**src/rtl/vperm_pkg.sv**
```systemverilog
// Shared types and constants for the packed element permute unit.
// Assumes four 32-bit lanes per 128-bit vector, with lane 0 in the low bits.
package vperm_pkg;
    localparam int LANE_W  = 32;
    localparam int LANES   = 4;
    localparam int VEC_W   = LANE_W * LANES;
    localparam int SEL_W   = $clog2(LANES);
    localparam int IMM_W   = SEL_W * LANES;
    localparam int OP_W    = 3;

    typedef logic [LANE_W-1:0] lane_t;
    typedef logic [VEC_W-1:0]  vec_t;

    typedef enum logic [OP_W-1:0] {
        OP_SHUF = 3'd0,
        OP_ILO  = 3'd1,
        OP_IHI  = 3'd2,
        OP_HTOL = 3'd3,
        OP_LTOH = 3'd4
    } perm_op_e;
endpackage

```
**src/rtl/vperm_lane_sel.sv**
```systemverilog
// Picks one 32-bit lane out of a four-lane vector by a 2-bit index.
// Purely combinational; the index is always in range.
module vperm_lane_sel
    import vperm_pkg::*;
(
    input  vec_t             vec,
    input  logic [SEL_W-1:0] idx,
    output lane_t            lane
);
    // Indexed part-select of the chosen lane.
    always_comb begin
        lane = vec[idx*LANE_W +: LANE_W];
    end
endmodule

```
**src/rtl/vperm_core.sv**
```systemverilog
// Combinational permute datapath. It builds the shuffle result from per-lane
// selectors, then picks among the shuffle, interleave and half-move patterns
// by operation code. Unknown codes pass operand A through untouched.
module vperm_core
    import vperm_pkg::*;
(
    input  logic [OP_W-1:0]  op,
    input  logic [IMM_W-1:0] imm,
    input  vec_t             a,
    input  vec_t             b,
    output vec_t             y
);
    localparam int HALF = LANES / 2;

    lane_t al [LANES];
    lane_t bl [LANES];
    lane_t sh [LANES];

    // One selector per result lane: the lower half draws from A, the upper half from B.
    for (genvar i = 0; i < LANES; i++) begin : g_lane
        assign al[i] = a[i*LANE_W +: LANE_W];
        assign bl[i] = b[i*LANE_W +: LANE_W];
        if (i < HALF) begin : g_from_a
            vperm_lane_sel u_sel (.vec(a), .idx(imm[i*SEL_W +: SEL_W]), .lane(sh[i]));
        end else begin : g_from_b
            vperm_lane_sel u_sel (.vec(b), .idx(imm[i*SEL_W +: SEL_W]), .lane(sh[i]));
        end
    end

    // Mode multiplexer that assembles the output vector.
    always_comb begin
        unique case (op)
            OP_SHUF: y = {sh[3], sh[2], sh[1], sh[0]};
            OP_ILO:  y = {bl[1], al[1], bl[0], al[0]};
            OP_IHI:  y = {bl[3], al[3], bl[2], al[2]};
            OP_HTOL: y = {al[3], al[2], bl[3], bl[2]};
            OP_LTOH: y = {bl[1], bl[0], al[1], al[0]};
            default: y = a;
        endcase
    end
endmodule

```
**src/rtl/vperm_unit.sv**
```systemverilog
// Top of the packed element permute unit. It registers the core's result
// when start is high and emits a one-cycle valid pulse. Synchronous active-low reset.
module vperm_unit
    import vperm_pkg::*;
(
    input  logic              clk,
    input  logic              rst_n,
    input  logic              start,
    input  logic [OP_W-1:0]   op,
    input  logic [IMM_W-1:0]  imm,
    input  logic [VEC_W-1:0]  src_a,
    input  logic [VEC_W-1:0]  src_b,
    output logic [VEC_W-1:0]  result,
    output logic              result_vld
);
    vec_t perm_y;

    vperm_core u_core (
        .op  (op),
        .imm (imm),
        .a   (src_a),
        .b   (src_b),
        .y   (perm_y)
    );

    // Capture the permuted vector on start and hold it otherwise.
    always_ff @(posedge clk) begin
        if (!rst_n)     result <= '0;
        else if (start) result <= perm_y;
    end

    // One-cycle valid pulse following each start.
    always_ff @(posedge clk) begin
        if (!rst_n) result_vld <= 1'b0;
        else        result_vld <= start;
    end
endmodule

```
**config.mk**
```make
export PLATFORM = sky130hd
export DESIGN_NAME = vperm_unit
export DESIGN_NICKNAME = d
export VERILOG_FILES = /design/src/rtl/vperm_pkg.sv /design/src/rtl/vperm_lane_sel.sv /design/src/rtl/vperm_core.sv /design/src/rtl/vperm_unit.sv
export SDC_FILE = /design/constraint.sdc
export NUM_CORES = 1
export LEC_CHECK = 0
export BUFFER_PORTS_ARGS = -buffer_cell sky130_fd_sc_hd__buf_2
export CORE_AREA = 4 4 153 155
export CTS_BUF_LIST = sky130_fd_sc_hd__clkbuf_8
export DETAILED_ROUTE_END_ITERATION = 10
export DIE_AREA = 0 0 157 159
export PLACE_DENSITY = 0.9
export SYNTH_ARGS = -nofsm -noshare
export SYNTH_HDL_FRONTEND = slang
export SYNTH_SLANG_ARGS = --single-unit
```
**constraint.sdc**
```tcl
create_clock -name clk -period 3.7 [get_ports clk]
set_input_delay 0.925 -clock clk [delete_from_list [all_inputs] [get_ports clk]]
set_output_delay 0.925 -clock clk [all_outputs]
set_load 0.03 [all_outputs]
```
* After elaboration in Yosys (flattened, before gate mapping)
Cells that the tools add are included.
** Word-level totals
- Flip-flop bits (word level) :: 129
- Latch bits :: 0
- Memory bits (writable) :: 0
- ROM bits :: 0
- Input port bits :: 270
- Logic and storage cells :: 12
- Memories :: 0
** Cells by class
- Add/subtract/negate cells :: 0
- $mul :: 0
- Div/mod/pow operators :: 0
- $lt $le $gt $ge :: 0
- Equality and inequality tests :: 4
- Shift operators :: 4
- Multiplexer cells :: 1
- Bitwise operators :: 0
- Reductions and logical operators :: 1
** Operators by type and width (number)
- $pmux W128 S5 :: 1
- $shiftx A128 B8 Y32 :: 4
- $eq A3 B2 Y1 const B :: 2
- $eq A3 B1 Y1 const B :: 1
- $eq A3 B3 Y1 const B :: 1
- $logic_not A3 Y1 :: 1

* Longest topological paths before layout
Gate-level depths: netlist of run 1.
- Word-level depth :: 2
- Mapped depth :: 7
- Depth with buffers taken out :: 4

* Modules after synthesis
Synthesis of run 1 repeated with hierarchy kept, for this count alone.
** Unflattened totals
- Cell total of the unflattened synthesis :: 1244
- Area, all modules :: 13096.3 sq um
** By module, submodules not included
- vperm_unit :: instances 1, cells an instance 415, area an instance 4986.0 sq um, sequential area each 2582.5 sq um
- vperm_core :: instances 1, cells an instance 673, area an instance 4852.2 sq um, sequential area each 0.0 sq um
- vperm_lane_sel :: instances 4, cells an instance 39, area an instance 814.5 sq um, sequential area each 0.0 sq um

* Least setup slack after synthesis of run 1
No wires, ideal clock.
- Path kind :: input -> register
- From :: input port imm[0]
- To :: register result[12]
- Library setup time :: 122 ps
- Data arrival time :: 2010 ps
- Required time :: 3578 ps
- Path slack :: 1569 ps
- Stages :: 5
- Path buffers :: 2
- Path through :: buf_2 > buf_4 > mux4_2 > a21oi_1 > a21oi_1
** On the way
- Word-level cells in the longest chain between the ends :: 2
** RTL lines
- start, declared :: line vperm_unit.sv:10 : input logic [IMM_W-1:0] imm,
- $shiftx A128 B8 Y32 :: line vperm_lane_sel.sv:12 : lane = vec[idx*LANE_W +: LANE_W];
- $pmux W128 S5 :: line vperm_core.sv:32 : unique case (op)
- end signal, assigned :: line vperm_unit.sv:29 : else if (start) result <= perm_y;
- end, declared :: line vperm_unit.sv:13 : output logic [VEC_W-1:0] result,
No other way between the ends.
A chain may end at the register's enable or synchronous reset.

* Final worst setup path of run 1
- From :: input port op[1]
- To :: register result[36]
** On the way
- Word-level cells in the longest chain between the ends :: 2
- Elaborated cells between the ends (all ways) :: 6
- Those cells by class :: eq/ne (4); mux (1); reduce/logical (1)
** RTL lines
- start, declared :: line vperm_unit.sv:9 : input logic [OP_W-1:0] op,
- $eq A3 B3 Y1 (tied with other cells) :: line vperm_core.sv:32
- $pmux W128 S5 (*) :: line vperm_core.sv:32
Mark *: on every way between the ends. The rest lies on a longest branch, timed or not.

==> impl_results.md, run 1 <==
- Final period util: between 60% and 70%
- Gr usage total: approximately 38%
- Layout area overhead: 20.1%
- Core Footprint: approximately 22000 sq um
- Static leakage: about 5.3 nW
- First-pass GRT wire length: about 74000 microns
- Final Setup Violations: 0
- Hold-critical path endpoint: result[54]$_SDFFE_PN0P_
- Vias per inst: about 7.3
- Final-stage net count: approximately 1800
- FF-to-FF path depth: 3
- Maximum buffer depth of the clock tree: 2
- Max Slew Vio Count: 0
- Max_cap viols: 0
- Synth Register Bits: ~130
- Seq/Total Area, Yosys: approximately 22%
- Hold_ws: approximately 0.53 ns
- Hold Startpoint: result[54]$_SDFFE_PN0P_
- Clock transition at path regs: approximately 0.090 ns
- Max_slew headroom: between 30% and 40%
- Critical Path AT: 2.72 ns
- Hold path cells: 2
- DRC errors left: 0
- Fillers: between 1500 and 2000
- Avg Synthesized Cell Area: around 9.4 sq um
- CTS tree: built
- Final ANT Viol Nets: 0
- Routed wire length: about 49000 microns
- Violation count after the first detailed-routing iteration: roughly 1900
- GRT overflow: 0
- Mapped Nets: between 1500 and 2000
- Number of I/O port buffers: 398
- Hold Crit Class: flop to flop
- M1 WL: 16400 microns
- Vias in the first global route: about 13000
- Num rows: 54
- Largest net degree at the start of global routing: ~100
- H-tree level count: 4
- IO Pins: around 400
- Synth warn: 0
- Total vias in the final route: around 13000
- Final TNS setup: 0 ns
- GP Congestion: 0.967
- Clock root buffer: clkbuf_8
- Pre-Repair DR Iteration Count: 8
- Resized Gates After CTS: 0
- Post-synth cell types: 33
- DR WL met3: 7200 microns
- CTS Hold Buffers Added: 0
- WL met2: 22700 microns
- RSZ-0062 raised after global routing: false
- Postcts setup bufs: 0
- Initial antenna violation count: 7
- Later-pin clock latency in the skew report: between 0.4 and 0.5 ns
- Outcome: finished clean
- Count of final hold-check violations: 0
- CP Data Required Time: slightly above 4 ns
- Die ar.: 25000 sq um
- Fmax: about 420 MHz
- Synth Instances: between 1000 and 1500
- Die Wd: 157 microns
- Total CTS buffers: 17
- Setup crit end kind: flop
- Cell Area, Synth: around 12000 sq um
- Crit path max fanout: 63
- Worst clock skew: 0 ns
- Clock sinks: ~130
- FF-to-FF Start: result[7]$_SDFFE_PN0P_
- Drt wl/cell: 26.9 microns
- Startpoint types: input pin
- Flop-to-flop setup slack: between 2 and 3 ns
- Critical path type: input pin to flop
- Peak supply drop: 0.187 mV
- Share of layout cells above drive strength 1: approximately two fifths
- Top layer in use: met4
- Initial cell density of the core: between 50% and 60%
- Final HPWL DP: around 33000 microns
- Worst reg2reg endpoint: result[7]$_SDFFE_PN0P_
- Worst slew pin tran: 1.03 ns
- Min Tclk post-route: 2.38 ns
- Pwr dens: 329 nW/um^2
- Die Span Y: approximately 160 microns
[worst max-delay path by stage]
stage / end / depth (start not counted) / slack [ns] / from
floorplan: result[12]$_SDFFE_PN0P_ / 5 / 1.57 / imm[0]
global placement: result[43]$_SDFFE_PN0P_ / 7 / 0.95 / op[1]
detailed placement: result[36]$_SDFFE_PN0P_ / 7 / 0.87 / op[1]
CTS: result[36]$_SDFFE_PN0P_ / 7 / 1.36 / op[1]
global route: result[36]$_SDFFE_PN0P_ / 7 / 1.25 / op[1]
finish: result[36]$_SDFFE_PN0P_ / 7 / 1.32 / op[1]
[worst max-delay path, cell delays in order]
cell and delay [ns]:
buf_4 0.33, buf_12 0.38, and2b_1 0.23, buf_4 0.24
a221o_1 0.38, o21ai_0 0.10, a21oi_1 0.10
[per-layer routing]
metal,GRT usage [%],vias to the layer above
met5,0,-
met4,21.4,0
met3,10.1,265
met2,58.1,1320
met1,47.4,6255
li1,-,5572
[Yosys cell counts]
cell | number | area share [%]
nand2_1 | 182 | 5.9
o21ai_0 | 134 | 5.8
dfxtp_1 | 129 | 22
mux4_2 | 128 | 25
a21oi_1 | 117 | 5.0
clkbuf_1 | 57 | 1.8
buf_2 | 54 | 2.3
a41oi_1 | 53 | 4.0
a22oi_1 | 51 | 3.3
nor2b_1 | 45 | 2.4
mux2_2 | 34 | 3.3
a221o_1 | 32 | 2.8
buf_4 | 29 | 1.9
maj3_1 | 29 | 2.5
o221ai_1 | 29 | 2.2
o22a_1 | 29 | 2.2
o22ai_1 | 29 | 1.6
a2bb2oi_1 | 18 | 1.4
o2111a_1 | 14 | 1.4
a32o_1 | 13 | 1.1
buf_6 | 10 | 0.97
buf_1 | 6 | 0.19
and2b_1 | 2 | 0.13
nor3b_2 | 2 | 0.22
and2_1 | 1 | 0.054
maj3_2 | 1 | 0.097
mux2_1 | 1 | 0.097
nand2b_1 | 1 | 0.054
nor2_2 | 1 | 0.054
nor2b_2 | 1 | 0.075
nor3_2 | 1 | 0.086
o21ba_2 | 1 | 0.086
or2_1 | 1 | 0.054
[cell families after synthesis]
| logic type | count (synthesis) | synth area share [%] |
|---|---|---|
| AO/OA/AOI/OAI | 520 | 30.7 |
| adder cells (fa/ha/maj) | 30 | 2.60 |
| flip-flops | 129 | 22.2 |
| buffers and inverters | 156 | 7.21 |
| AND/OR/NAND/NOR | 237 | 9.03 |
| multiplexers | 163 | 28.2 |
[power breakdown]
group / internal (mW) / total (mW) / switching (mW) / leakage, nW
Sequential: 1.50 / 1.58 / 0.0740 / 1.07
Combinational: 0.681 / 1.67 / 0.994 / 4.06
Clock: 0.676 / 1.34 / 0.666 / 0.206
[layout by cell type, fill, tap and decap left out, drive strengths merged]
cell and count:
and2b 2, nand2 182, diode 6, bufinv 2, a2bb2oi 18, mux4 128, o2111a 14, maj3 30
and2 1, inv 2, clkinvlp 3, o22ai 29, o22a 29, nor2 1, nor3b 2, o21ba 1
o221ai 29, or2 1, nand2b 1, clkbuf 21, o21ai 134, nor3 1, a22oi 51, a21oi 117
a41oi 53, mux2 35, clkinv 4, nor2b 46, buf 434, a221o 32, a32o 13, dfxtp 129
[registers in the layout, summed over array words and instances, names as in the netlist]
register / cells
result_vld: 1
result: 128
[metrics by stage]
stage | cells | instance area, sq um | utilization, % | total power [mW] | setup WS [ns]
6_report | 1831 | 13900 | 63.9 | 4.59 | 1.32
5_1_grt | 1831 | 13900 | 63.9 | 4.76 | 1.25
4_1_cts | 1825 | 13900 | 63.8 | 4.56 | 1.36
3_5_place_dp | 1793 | 13500 | 61.9 | 3.24 | 0.870
3_3_place_gp | 1793 | 13500 | 61.9 | 3.20 | 0.952
2_1_floorplan | 1235 | 11600 | - | 2.66 | 1.57
[cell type report]
class | instances | area (sq um) | area share [%]
Antenna cell | 6 | 15.0 | 0.108
Timing Repair Buffer | 434 | 2350 | 16.9
Clock buffer | 21 | 289 | 2.07
Clock inverter | 11 | 130 | 0.933
Sequential cell | 129 | 2580 | 18.5
Tap cell | 280 | 350 | 2.51
Multi-Input combinational cell | 950 | 8230 | 59.0
No activity file was read; power rests on OpenSTA's default activity.
==> inputs of run 2 (changes only) <==
- CORE_AREA: 4 4 153 155 -> not set
- CORE_MARGIN: not set -> 4
- CORE_UTILIZATION: not set -> 53
- DIE_AREA: 0 0 157 159 -> not set
- PLACE_DENSITY: 0.9 -> 0.91
- clock period: 3.7 -> 2.4 ns (I/O delays scaled with it)
==> impl_results.md, run 2 (synthesis results as in run 1) <==
- Outcome: finished clean (unchanged)
- Total vias in the final route: 13700 (was 13400)
- Largest net degree at the start of global routing: 170 (was 101)
- Total CTS buffers: 17 (unchanged)
- Hold Crit Class: input pin to flop (was flop to flop)
- Maximum buffer depth of the clock tree: 2 (unchanged)
- Die Wd: 156 microns (was 157 microns)
- Critical path type: input pin to flop (unchanged)
- Biggest regs: result x128, result_vld x1 (unchanged)
- Vias in the first global route: 13300 (was 13200)
- Clock sinks: 129 (unchanged)
- Clock transition at path regs: 0.10 ns (was 0.09 ns)
- Routed wire length: 49700 microns (was 49300 microns)
- H-tree level count: 4 (unchanged)
- Critical Path AT: 2.15 ns (was 2.72 ns)
- Largest register FFs: 128 (unchanged)
- Violation count after the first detailed-routing iteration: 2056 (was 1860)
- Die Span Y: 156 microns (was 159 microns)
- Hold_ws: 0.443 ns (was 0.533 ns)
- Final HPWL DP: 32800 microns (was 32900 microns)
- CP Cell Sequence: buf_4 > and2b_1 > o21ba_2 > a22oi_1 > a41oi_1 (was buf_4 > buf_12 > and2b_1 > buf_4 > a221o_1 > o21ai_0 > a21oi_1)
- Pre-Repair DR Iteration Count: 8 (unchanged)
- Initial antenna violation count: 11 (was 7)
- CTS tree: built (unchanged)
- Static leakage: 5.44 nW (was 5.34 nW)
- Final-stage net count: 1812 (was 1802)
- Core Footprint: 21300 sq um (was 21800 sq um)
- Number of I/O port buffers: 398 (unchanged)
- Fillers: 1699 (was 1835)
- Commonest non-fill, non-tap cell in the layout: buf_2 (unchanged)
- GP Congestion: 0.948 (was 0.967)
- Post-Place Worst Slack: 0.213 ns (was 0.870 ns)
- Gr usage total: 38.8% (was 37.6%)
- Min Tclk post-route: between 1.5 and 2 ns
- Crit path max fanout: 19 (was 63)
- RSZ-0062 raised after global routing: false (unchanged)
- Die ar.: 24300 sq um (was 25000 sq um)
- Later-pin clock latency in the skew report: 0.47 ns (was 0.45 ns)
- Final ANT Viol Nets: 0 (unchanged)
- Peak supply drop: 0.332 mV (was 0.187 mV)
- GRT overflow: 0 (unchanged)
- Share of layout cells above drive strength 1: 41.7% (was 41.4%)
- Fmax: roughly 560 MHz
- Count of final hold-check violations: 0 (unchanged)
- Slowest Stage Delay on Critical Path: 0.63 ns (was 0.38 ns)
- Most frequent cells in the layout: 393 x buf_2, 181 x nand2_1, 134 x o21ai_0 (was 393 x buf_2, 180 x nand2_1, 134 x o21ai_0)
- Max_slew headroom: 45.5% (was 31.6%)
- First-pass GRT wire length: 74500 microns (about the same)
- Drt wl/cell: 27.1 microns (was 26.9 microns)
- Vias per inst: 7.48 (was 7.32)
- Num rows: 53 (was 54)
- Max_cap viols: 0 (unchanged)
- Inst Count DP: 1798 (was 1793)
- Initial cell density of the core: 54.6% (was 53.2%)
- Resized Gates After CTS: 0 (unchanged)
- Startpoint types: input pin (unchanged)
- Pwr dens: 511 nW/um^2 (was 329 nW/um^2)
- Layout area overhead: 22.1% (was 20.1%)
- Final WS setup: 0.617 ns (was 1.32 ns)
- CP Data Required Time: 2.77 ns (was 4.03 ns)
- Postcts setup bufs: 0 (unchanged)
- Final std cells w/o fill: 1836 (was 1831)
- Clock root buffer: clkbuf_8 (unchanged)
- Max Slew Vio Count: 0 (unchanged)
- DRC errors left: 0 (unchanged)
- Crit path buf inv count: 1 (was 3)
- CP delay by family, top: compound AO/OA/AOI/OAI gates (was buffers and inverters)
- Top reg by flops: result (unchanged)
- Slowest cell on crit path: o21ba_2 (was buf_12)
- Worst clock skew: 0 ns (unchanged)
- CTS Hold Buffers Added: 0 (unchanged)
- Worst slew pin tran: 0.817 ns (was 1.03 ns)
- IO Pins: 399 (unchanged)
- Final Setup Violations: 0 (unchanged)
- Flop-to-flop setup slack: 1.55 ns (was 2.81 ns)
- Setup crit end kind: flop (unchanged)
- Final TNS setup: 0 ns (unchanged)
- Final period util: approximately three quarters
## run 2: changes by cell type in the layout (fill, tap and decap cells not counted), sizes merged
cell / previous run / this run
inv: 2 / 1
clkinv: 4 / 6
clkinvlp: 3 / 2
bufinv: 2 / 4
buf: 434 / 444
clkbuf: 21 / 17
diode: 6 / 8
## run 2: metrics by stage
stage / cell area [sq um] / util, % / total power, mW
after floorplan: 11600 / - / 4.09
after global placement: 13700 / 64.5 / 4.97
after detailed placement: 13700 / 64.5 / 5.04
after CTS: 14200 / 66.5 / 7.17
after global routing: 14200 / 66.6 / 7.48
final: 14200 / 66.6 / 7.24
## run 2: worst register-to-register path: cells and delay by family, from the launching register on
family	cells	cell delay, ns
flops	1	0.40
simple gates	1	0.16
compound gates	2	0.22
## run 2: final cells by class
| cell class | count | area, sq um | area share [%] |
|---|---|---|---|
| Clock inverter | 13 | 189 | 1.33 |
| Timing Repair Buffer | 444 | 2590 | 18.3 |
| Tap cell | 275 | 344 | 2.43 |
| Sequential cell | 129 | 2580 | 18.2 |
| Antenna cell | 8 | 20.0 | 0.141 |
| Multi-Input combinational cell | 950 | 8220 | 58.0 |
| Clock buffer | 17 | 234 | 1.65 |
## run 2: layer usage
layer / share of wire [%] / global-route usage [%] / vias to the layer above / wire length [microns]
met3: 15 / 10.7 / 314 / 7440
li1: - / - / 5594 / -
met4: 6.4 / 24.2 / 6 / 3160
met5: 0.081 / 0 / - / 40
met2: 45 / 59.8 / 1463 / 22500
met1: 33 / 48.3 / 6359 / 16500
## run 2: where the power goes
part	switching [mW]	internal, mW
registers	0.114	2.32
logic	1.55	1.09
clock network	1.05	1.13
## run 2: final timing paths
check,start,cells after the start,end
setup / recovery,op[2],5,result[125]$_SDFFE_PN0P_
hold / removal,src_a[33],3,result[65]$_SDFFE_PN0P_
setup reg to reg,result[22]$_SDFFE_PN0P_,3,result[22]$_SDFFE_PN0P_
hold reg to reg,result[100]$_SDFFE_PN0P_,2,result[100]$_SDFFE_PN0P_
